### src/rtl/ddr_seq_pkg.sv
package ddr_seq_pkg;

  // {cs_n, ras_n, cas_n, we_n}
  typedef enum logic [3:0] {
    CMD_NOP = 4'b0111,
    CMD_ACT = 4'b0011,
    CMD_RD  = 4'b0101,
    CMD_WR  = 4'b0100,
    CMD_PRE = 4'b0010
  } cmd_t;

  typedef enum logic [2:0] {
    ST_IDLE,
    ST_ACT,
    ST_GAP,
    ST_COL,
    ST_XFER,
    ST_CLOSE
  } st_t;

  typedef struct packed {
    logic [1:0] len_code;
    logic       il;
    logic       cl3;
  } mode_t;

  // number of beats for a stored length code
  function automatic logic [3:0] beats_of(logic [1:0] code);
    case (code)
      2'd1:    return 4'd2;
      2'd3:    return 4'd8;
      default: return 4'd4;
    endcase
  endfunction

  // cycles in the transfer state before the first data cycle
  function automatic logic [3:0] lead_of(logic is_rd, logic cl3);
    if (!is_rd) return 4'd0;
    return cl3 ? 4'd2 : 4'd1;
  endfunction

  // low three column bits of beat idx inside its aligned block
  function automatic logic [2:0] wrap_idx(logic [2:0] start, logic [2:0] idx,
                                          logic [3:0] beats, logic il);
    logic [2:0] mask;
    logic [2:0] off;
    mask = 3'(beats - 4'd1);
    off  = il ? (start ^ idx) : (start + idx);
    return (start & ~mask) | (off & mask);
  endfunction

endpackage

### src/rtl/ddr_seq_mode.sv
module ddr_seq_mode
  import ddr_seq_pkg::*;
(
  input  logic       clk,
  input  logic       rst_n,
  input  logic       load,
  input  logic       idle,
  input  logic [1:0] len_code,
  input  logic       il,
  input  logic       cl3,
  output mode_t      mode,
  output logic       load_taken
);

  assign load_taken = load && idle && (len_code != 2'd0);

  always_ff @(posedge clk) begin
    if (!rst_n) begin
      mode.len_code <= 2'd2;
      mode.il       <= 1'b0;
      mode.cl3      <= 1'b1;
    end else if (load_taken) begin
      mode.len_code <= len_code;
      mode.il       <= il;
      mode.cl3      <= cl3;
    end
  end

endmodule

### src/rtl/ddr_seq_fsm.sv
module ddr_seq_fsm
  import ddr_seq_pkg::*;
#(
  parameter int TRCD   = 3,
  parameter int BANK_W = 2,
  parameter int ROW_W  = 12,
  parameter int COL_W  = 8
) (
  input  logic              clk,
  input  logic              rst_n,
  input  logic              req_valid,
  input  logic              req_write,
  input  logic [BANK_W-1:0] req_bank,
  input  logic [ROW_W-1:0]  req_row,
  input  logic [COL_W-1:0]  req_col,
  input  mode_t             mode,
  output st_t               st,
  output logic              req_taken,
  output logic              wr_q,
  output logic [BANK_W-1:0] bank_q,
  output logic [ROW_W-1:0]  row_q,
  output logic [COL_W-1:0]  col_q,
  output logic              xfer_on,
  output logic [1:0]        pair_idx
);

  localparam int         GAP_END_I = (TRCD > 1) ? TRCD - 2 : 0;
  localparam logic [3:0] GAP_END   = 4'(GAP_END_I);

  logic [3:0] cnt;
  logic [3:0] lead;
  logic [3:0] half;
  logic [3:0] last_cnt;
  logic [3:0] rel;

  assign req_taken = (st == ST_IDLE) && req_valid;
  assign lead      = lead_of(!wr_q, mode.cl3);
  assign half      = beats_of(mode.len_code) >> 1;
  assign last_cnt  = lead + half - 4'd1;
  assign rel       = cnt - lead;
  assign xfer_on   = (st == ST_XFER) && (cnt >= lead);
  assign pair_idx  = xfer_on ? rel[1:0] : 2'd0;

  always_ff @(posedge clk) begin
    if (!rst_n) begin
      st     <= ST_IDLE;
      cnt    <= 4'd0;
      wr_q   <= 1'b0;
      bank_q <= '0;
      row_q  <= '0;
      col_q  <= '0;
    end else begin
      case (st)
        ST_IDLE: begin
          if (req_taken) begin
            st     <= ST_ACT;
            wr_q   <= req_write;
            bank_q <= req_bank;
            row_q  <= req_row;
            col_q  <= req_col;
          end
        end
        ST_ACT: begin
          cnt <= 4'd0;
          st  <= (TRCD > 1) ? ST_GAP : ST_COL;
        end
        ST_GAP: begin
          if (cnt == GAP_END) begin
            st  <= ST_COL;
            cnt <= 4'd0;
          end else begin
            cnt <= cnt + 4'd1;
          end
        end
        ST_COL: begin
          st  <= ST_XFER;
          cnt <= 4'd0;
        end
        ST_XFER: begin
          if (cnt == last_cnt) begin
            st  <= ST_CLOSE;
            cnt <= 4'd0;
          end else begin
            cnt <= cnt + 4'd1;
          end
        end
        ST_CLOSE: st <= ST_IDLE;
        default:  st <= ST_IDLE;
      endcase
    end
  end

endmodule

### src/rtl/ddr_seq_beat.sv
module ddr_seq_beat
  import ddr_seq_pkg::*;
#(
  parameter int COL_W = 8
) (
  input  logic [COL_W-1:0] start_col,
  input  logic [1:0]       pair_idx,
  input  mode_t            mode,
  output logic [COL_W-1:0] col_even,
  output logic [COL_W-1:0] col_odd
);

  logic [1:0][COL_W-1:0] cols;
  logic [3:0]            beats;

  assign beats = beats_of(mode.len_code);

  for (genvar g = 0; g < 2; g++) begin : g_beat
    logic [2:0] idx;
    assign idx     = {pair_idx, 1'(g)};
    assign cols[g] = {start_col[COL_W-1:3],
                      wrap_idx(start_col[2:0], idx, beats, mode.il)};
  end

  assign col_even = cols[0];
  assign col_odd  = cols[1];

endmodule

### src/rtl/ddr_seq_cmd.sv
module ddr_seq_cmd
  import ddr_seq_pkg::*;
#(
  parameter int BANK_W = 2,
  parameter int ROW_W  = 12,
  parameter int COL_W  = 8
) (
  input  st_t               st,
  input  logic              wr_q,
  input  logic [BANK_W-1:0] bank_q,
  input  logic [ROW_W-1:0]  row_q,
  input  logic [COL_W-1:0]  col_q,
  output cmd_t              cmd,
  output logic [BANK_W-1:0] ba,
  output logic [ROW_W-1:0]  addr
);

  always_comb begin
    cmd  = CMD_NOP;
    ba   = '0;
    addr = '0;
    case (st)
      ST_ACT: begin
        cmd  = CMD_ACT;
        ba   = bank_q;
        addr = row_q;
      end
      ST_COL: begin
        cmd  = wr_q ? CMD_WR : CMD_RD;
        ba   = bank_q;
        addr = ROW_W'(col_q);
      end
      ST_CLOSE: begin
        cmd = CMD_PRE;
        ba  = bank_q;
      end
      default: ;
    endcase
  end

endmodule

### src/rtl/ddr_burst_seq.sv
module ddr_burst_seq
  import ddr_seq_pkg::*;
#(
  parameter int TRCD   = 3,
  parameter int BANK_W = 2,
  parameter int ROW_W  = 12,
  parameter int COL_W  = 8
) (
  input  logic              clk,
  input  logic              rst_n,
  input  logic              mode_load,
  input  logic [1:0]        mode_len_code,
  input  logic              mode_interleave,
  input  logic              mode_cl3,
  input  logic              req_valid,
  output logic              req_ready,
  input  logic              req_write,
  input  logic [BANK_W-1:0] req_bank,
  input  logic [ROW_W-1:0]  req_row,
  input  logic [COL_W-1:0]  req_col,
  output logic              cmd_cs_n,
  output logic              cmd_ras_n,
  output logic              cmd_cas_n,
  output logic              cmd_we_n,
  output logic [BANK_W-1:0] cmd_ba,
  output logic [ROW_W-1:0]  cmd_addr,
  output logic              busy,
  output logic              rd_valid,
  output logic              wr_req,
  output logic [COL_W-1:0]  beat_col_even,
  output logic [COL_W-1:0]  beat_col_odd
);

  mode_t             mode_q;
  logic              mode_taken;
  logic [3:0]        mode_beats;
  st_t               st;
  logic              req_taken;
  logic              wr_q;
  logic [BANK_W-1:0] bank_q;
  logic [ROW_W-1:0]  row_q;
  logic [COL_W-1:0]  col_q;
  logic              xfer_on;
  logic [1:0]        pair_idx;
  cmd_t              cmd;

  assign req_ready  = (st == ST_IDLE);
  assign busy       = !req_ready;
  assign mode_beats = beats_of(mode_q.len_code);

  ddr_seq_mode u_mode (
    .clk        (clk),
    .rst_n      (rst_n),
    .load       (mode_load),
    .idle       (req_ready),
    .len_code   (mode_len_code),
    .il         (mode_interleave),
    .cl3        (mode_cl3),
    .mode       (mode_q),
    .load_taken (mode_taken)
  );

  ddr_seq_fsm #(
    .TRCD(TRCD), .BANK_W(BANK_W), .ROW_W(ROW_W), .COL_W(COL_W)
  ) u_fsm (
    .clk       (clk),
    .rst_n     (rst_n),
    .req_valid (req_valid),
    .req_write (req_write),
    .req_bank  (req_bank),
    .req_row   (req_row),
    .req_col   (req_col),
    .mode      (mode_q),
    .st        (st),
    .req_taken (req_taken),
    .wr_q      (wr_q),
    .bank_q    (bank_q),
    .row_q     (row_q),
    .col_q     (col_q),
    .xfer_on   (xfer_on),
    .pair_idx  (pair_idx)
  );

  ddr_seq_beat #(.COL_W(COL_W)) u_beat (
    .start_col (col_q),
    .pair_idx  (pair_idx),
    .mode      (mode_q),
    .col_even  (beat_col_even),
    .col_odd   (beat_col_odd)
  );

  ddr_seq_cmd #(
    .BANK_W(BANK_W), .ROW_W(ROW_W), .COL_W(COL_W)
  ) u_cmd (
    .st     (st),
    .wr_q   (wr_q),
    .bank_q (bank_q),
    .row_q  (row_q),
    .col_q  (col_q),
    .cmd    (cmd),
    .ba     (cmd_ba),
    .addr   (cmd_addr)
  );

  assign {cmd_cs_n, cmd_ras_n, cmd_cas_n, cmd_we_n} = cmd;
  assign rd_valid = xfer_on && !wr_q;
  assign wr_req   = xfer_on && wr_q;

endmodule

### config.mk
export PLATFORM = sky130hd
export DESIGN_NAME = ddr_burst_seq
export DESIGN_NICKNAME = d
export VERILOG_FILES = /design/src/rtl/ddr_seq_pkg.sv /design/src/rtl/ddr_seq_mode.sv /design/src/rtl/ddr_seq_fsm.sv /design/src/rtl/ddr_seq_beat.sv /design/src/rtl/ddr_seq_cmd.sv /design/src/rtl/ddr_burst_seq.sv
export SDC_FILE = /design/constraint.sdc
export NUM_CORES = 1
export LEC_CHECK = 0
export BUFFER_PORTS_ARGS = -buffer_cell sky130_fd_sc_hd__buf_2
export CORE_UTILIZATION = 50
export DETAILED_ROUTE_END_ITERATION = 7
export GPL_ROUTABILITY_DRIVEN = 0
export PLACE_DENSITY = 0.88
export SETUP_SLACK_MARGIN = 0.5
export SYNTH_ARGS = -nofsm -noshare
export SYNTH_HDL_FRONTEND = slang
export SYNTH_SLANG_ARGS = --single-unit
### constraint.sdc
create_clock -name clk -period 3.5 [get_ports clk]
set_input_delay 0.35 -clock clk [delete_from_list [all_inputs] [get_ports clk]]
set_output_delay 0.35 -clock clk [all_outputs]
set_load 0.005 [all_outputs]
After elaboration in Yosys (flattened, before gate mapping) --
Index checks and enable logic that the tools add are counted.
Storage, ports and cells: register bits 34, latch bits 0, RAM bits 0, memory bits (read-only) 0, memories 0
Operators by class: $add $sub $neg 7, multipliers 0, div/mod/pow operators 0, magnitude comparators 1, equal/unequal tests 12, shift-type cells 0, mux-type cells 19, bitwise gates (word level) 8, reduce and logical (&&, ||, !) cells 15
Operators by type and width (number):
- 12-bit one-hot mux with 2 select lines | 1
- 4-bit one-hot mux with 3 select lines | 2
- 4-bit two-way mux | 4
- 3-bit two-way mux | 5
- 3-bit one-hot mux with 5 select lines | 1
- 3-bit AND | 3
- 4-bit one-hot mux with 2 select lines | 1
- 3-bit adder | 2
- 3-bit by 2-bit equality test with 1-bit output (second input constant) | 2
- 3-bit equality test (second input constant) | 2
- 1-bit logical AND | 6
- 2-bit two-way mux | 3
- 3-bit OR | 2
- 3-bit bitwise XOR | 2
- 4-bit by 1-bit adder with 4-bit output (second input constant) | 1
- 4-bit by 3-bit adder with 4-bit output | 1
- 4-bit by 1-bit equality test with 1-bit output (second input constant) | 1
- 4-bit equality test | 1
- 4-bit greater-or-equal comparator | 1
- 2-bit by 1-bit inequality test with 1-bit output (second input constant) | 2
- 4-bit by 1-bit subtractor with 4-bit output (second input constant) | 1
- 3-bit by 1-bit equality test with 1-bit output (second input constant) | 1
- 3-bit logical NOT | 1
- 3-bit NOT | 1
- 13 further kinds | 15

Depth between registers and ports, before layout --
word-level depth 9, depth in mapped cells 14, mapped depth without buffers 14

By module --
A second synthesis with hierarchy kept.
Second synthesis, totals: cells, all modules 259, area, all modules 2114.5 um^2
By module, submodules not included:
- ddr_seq_fsm | instances 1, cells each 168, area each 1446.4 um^2, sequential area each 600.6 um^2
- ddr_seq_beat | instances 1, cells each 36, area each 249.0 um^2, sequential area each 0.0 um^2
- ddr_seq_cmd | instances 1, cells each 34, area each 229.0 um^2, sequential area each 0.0 um^2
- ddr_seq_mode | instances 1, cells each 17, area each 166.4 um^2, sequential area each 80.1 um^2
- ddr_burst_seq | instances 1, cells each 4, area each 23.8 um^2, sequential area each 0.0 um^2

Worst setup path after synthesis --
OpenSTA, ideal clock, no wires.
kind reg2out, start register u_fsm.wr_q, end output beat_col_even[2], arrival time 2.553 ns, path slack 0.597 ns, cell stages (with the launch flop) 15, path buffers 0, cells stage by stage dfxtp_1 > or2_2 > inv_1 > ha_1 > inv_1 > fa_1 > a2111o_1 > nand2_1 > or2_2 > inv_1 > ha_1 > nand2b_1 > nand4_1 > a21oi_1 > xor2_1
On the way: word-level cells in the longest chain between the ends 9, elaborated cells on any way between the ends 11
RTL lines:
- from (decl) | RTL line ddr_seq_fsm.sv:19 | output logic wr_q,
- from (signal assigned) | RTL line ddr_seq_fsm.sv:57 | wr_q <= req_write;
- 1-bit two-way mux (*) | RTL line ddr_seq_pkg.sv:38 | if (!is_rd) return 4'd0;
- 4-bit two-way mux (*) | RTL line ddr_seq_pkg.sv:39 | return cl3 ? 4'd2 : 4'd1;
- 4-bit greater-or-equal comparator | RTL line ddr_seq_fsm.sv:41 | assign xfer_on = (st == ST_XFER) && (cnt >= lead);
- 1-bit logical AND | RTL line ddr_seq_fsm.sv:41
- 2-bit two-way mux (*) | RTL line ddr_seq_fsm.sv:42 | assign pair_idx = xfer_on ? rel[1:0] : 2'd0;
- 3-bit adder or 3-bit bitwise XOR (tied branches) | RTL line ddr_seq_pkg.sv:48 | off = il ? (start ^ idx) : (start + idx);
- 3-bit two-way mux (*) | RTL line ddr_seq_pkg.sv:48
- 3-bit AND (*) | RTL line ddr_seq_pkg.sv:49 | return (start & ~mask) | (off & mask);
- 3-bit OR (*) | RTL line ddr_seq_pkg.sv:49
- to (decl) | RTL line ddr_burst_seq.sv:30 | output logic [COL_W-1:0] beat_col_even,
Mark *: on every way between the ends. The rest lies on a longest branch, timed or not.

Worst setup path after layout --
start register u_fsm.wr_q, end output beat_col_odd[2]
On the way: word-level cells in the longest chain between the ends 9, elaborated cells on any way between the ends 11
RTL lines:
- 1-bit two-way mux (*) | RTL line ddr_seq_pkg.sv:38
- 4-bit two-way mux (*) | RTL line ddr_seq_pkg.sv:39
- 4-bit greater-or-equal comparator | RTL line ddr_seq_fsm.sv:41
- 1-bit logical AND | RTL line ddr_seq_fsm.sv:41
- 2-bit two-way mux (*) | RTL line ddr_seq_fsm.sv:42
- 3-bit adder or 3-bit bitwise XOR (tied branches) | RTL line ddr_seq_pkg.sv:48
- 3-bit two-way mux (*) | RTL line ddr_seq_pkg.sv:48
- 3-bit AND (*) | RTL line ddr_seq_pkg.sv:49
- 3-bit OR (*) | RTL line ddr_seq_pkg.sv:49
- to (decl) | RTL line ddr_burst_seq.sv:31 | output logic [COL_W-1:0] beat_col_odd
Marks and branches as above.

==> results.txt <==
Status - completed
Final hold violation count - 0
Io pins - 69
TritonCTS clock tree - yes
Worst-margin pin slew - 0.810 ns
Synth top area cells - dfxtp_1, nand2_1, a21boi_1
Setup slack after layout - 0.324 ns
Clk Latency, worst-skew pair - 0.28 ns
Critical-path cell list - buf_4, nand2b_4, ha_1, a2111o_1, nand2_2, or2_4, fa_1, a311o_1, a21oi_2, xor2_1, buf_2
Final slew viol count - 0
Clock Path Buffers - 2
Synth cell count leaders - nand2_1, dfxtp_1, a21boi_1
Worst Skew - 0.00457 ns
Synth top area share - 34.0%
Share of cells above drive strength 1 - 34.7%
Crit path max fanout - 3
DP Area - 2230 sq um
NumNets Final - 341
F_max - 315 MHz
Via count - 1815
Vias per std cell - 5.22
Number of global-route vias before repair - 1746
Total iterations of the first detailed-routing run - 4
VDD IR max - 0.260 mV
Num CTS Buffers - 5
Initial core utilization - 53.5%
Gr usage total - 23.1%
Most used DFF post-synth - dfxtp_1
Async set-or-reset flop fraction in the synthesized netlist - 0%
H-tree levels - 2
CP max stage cell - fa_1
Initial antenna violation count - 0
Type of origin of the critical path - flop
Final setup viols - 0
Reg2Reg Setup Slack - 1.14 ns
Number of max-cap violations - 0
Die area - 4260 sq um
Synthesized Nets - 285
GRT Residual Overflow - 0
Placed cells - 333
CP Capture Type - output port
Worst Setup EP - beat_col_odd[2]
Buf/Inv on CP - 2
Fin crit share - 90.7%
Fin crit period - 3.18 ns
Setup_tns - 0 ns
Worst EP required - 3.15 ns
PD cells - 426 nW/um^2
Largest net degree at the start of global routing - 32
Reg2Reg Depth - 9
Crit path kind - flop to output port
Post-route antenna net violation count - 0
Sequential share of the synthesized area - 34.0%
# rows - 22
Clk pin slew, worst setup/hold paths - 0.07 ns
Most instantiated library cell after synthesis - nand2_1
Slew HR - 46.0%
FF+latch count, synth - 34
Die H - 65.3 um
Min-Delay Path Class - input pin to flop
Post-DP HPWL - 3170 um
CP Launch Point - u_fsm.wr_q
Arrival time at the worst endpoint - 2.83 ns
CTS Root Cell - clkbuf_8
Leak - 1.17 nW
Post-Route WL - 4600 um
EDFF count, synth - 0
Pre-CTS setup slack - 0.265 ns
Cts hold-fix bufs - 0
Number of cells on the critical path - 11
Distinct cells, synth - 44
Wire length per cell - 13.2 um
DRC - 0
Die X - 65.3 um
Iter 0 DRT Violations - 121
Reg2reg end - u_fsm.st[0]
CTS Sinks - 34
Core Box Area - 3740 sq um
Cell area after layout - 2440 sq um
Non-Filler Instances - 348
Mapped Cells - 244
Unrepaired setup endpoints after global routing - yes
Mean Syn Cell Area - 8.20 sq um
Cell family with most CP delay - adder cells
Power consumption - 0.00104 W
Port-buffer cells - 67
Fillers - 354
First-pass GRT wire length - 7490 um
Area Overhead vs Synth - 21.7%
Antenna diodes - 0
CP peak stage delay - 0.38 ns
Worst r2r src - u_fsm.wr_q
Cell Area, Synth - 2000 sq um
Syn. warnings - 0
Area leader, netlist - dfxtp_1
-- power breakdown --
group | internal (W) | switching (W) | leakage [nW]
clock | 0.000133 | 0.000139 | 0.0438
sequential | 0.000425 | 0.0000426 | 0.280
combinational | 0.000140 | 0.000159 | 0.848
total | 0.000698 | 0.000341 | 1.17
-- area by class of cell --
| type | instances | area, sq um | share of cell area (%) |
|---|---|---|---|
| inverter | 13 | 51.3 | 2.11 |
| clock buffer | 5 | 68.8 | 2.82 |
| timing repair buffer | 75 | 395 | 16.2 |
| sequential | 34 | 687 | 28.2 |
| tap | 48 | 60.1 | 2.47 |
| clock inverter | 2 | 10.0 | 0.411 |
| multi-input combinational | 171 | 1160 | 47.8 |
-- worst min-delay path, stage by stage --
cell and delay [ns]:
buf_2 0.09, nand2_1 0.05, a21boi_1 0.05
-- worst min-delay path by stage --
stage | depth (start not counted) | from | end
floorplan | 2 | u_fsm.row_q[11] | u_fsm.row_q[11]
global placement | 2 | u_fsm.row_q[9] | u_fsm.row_q[9]
detailed placement | 2 | u_fsm.row_q[9] | u_fsm.row_q[9]
CTS | 3 | req_col[3] | u_fsm.col_q[3]
global route | 3 | req_col[5] | u_fsm.col_q[5]
finish | 3 | req_bank[0] | u_fsm.bank_q[0]
-- state kept, by name (all words and copies together), names as in the netlist --
signal	cells
u_fsm.cnt	4
u_fsm.bank_q	2
u_mode.mode	4
u_fsm.col_q	8
u_fsm.st	3
u_fsm.row_q	12
u_fsm.wr_q	1
-- logic make-up after synthesis --
| logic type | Yosys count | synth area share, % |
|---|---|---|
| AOI/OAI and AO/OA | 49 | 18.4 |
| other | 1 | 0.187 |
| muxes | 2 | 1.00 |
| DFF | 34 | 34.0 |
| adders and majority gates | 10 | 7.00 |
| xor gates and xnor gates | 10 | 5.06 |
| buffers and inverters | 39 | 10.7 |
| and+or+nand+nor | 99 | 23.6 |
-- per-stage QoR --
step	utilization, %	hold slack [ns]
after floorplan	-	0.430
after global placement	59.6	0.436
after detailed placement	59.6	0.441
after CTS	64.3	0.290
after global routing	65.1	0.290
final	65.1	0.295
-- per-layer routing --
metal  vias up  global-route usage, %  wire (um)
met4         0                   10.9         97
li1        909                      -          -
met3         8                   5.73        220
met2        57                   39.0       2230
met1       841                   27.2       2050
met5         -                      0          0
-- cells in the final DEF (no fill, tap or decap), drive strengths merged --
cell type / count
or4b: 1
nor2: 8
o21ai: 6
o21a: 1
conb: 1
xnor2: 2
clkbuf: 5
o211a: 1
a31o: 1
and3: 6
or3: 2
mux2i: 2
a2111o: 1
a22o: 6
a21oi: 4
o31a: 1
xnor3: 1
inv: 13
o211ai: 1
nor3b: 1
nor4b: 1
buf: 75
a21boi: 24
nand2b: 4
xor2: 7
ha: 8
and2: 6
nand3: 6
a311o: 1
nand2: 57
nor2b: 2
a211oi: 1
fa: 2
nor4bb: 1
o2111ai: 1
clkinv: 2
nor3: 1
dfxtp: 34
or2: 2
nand4: 1
-- timing repair --
action                                  in CTS  in global routing
pin swaps                                    7                  3
gates resized for setup                     18                  2
endpoints found under the hold margin        0                  0
buffers inserted                             5                  3
endpoints found under the setup margin       4                  4
(Power assumes the default switching activity.)
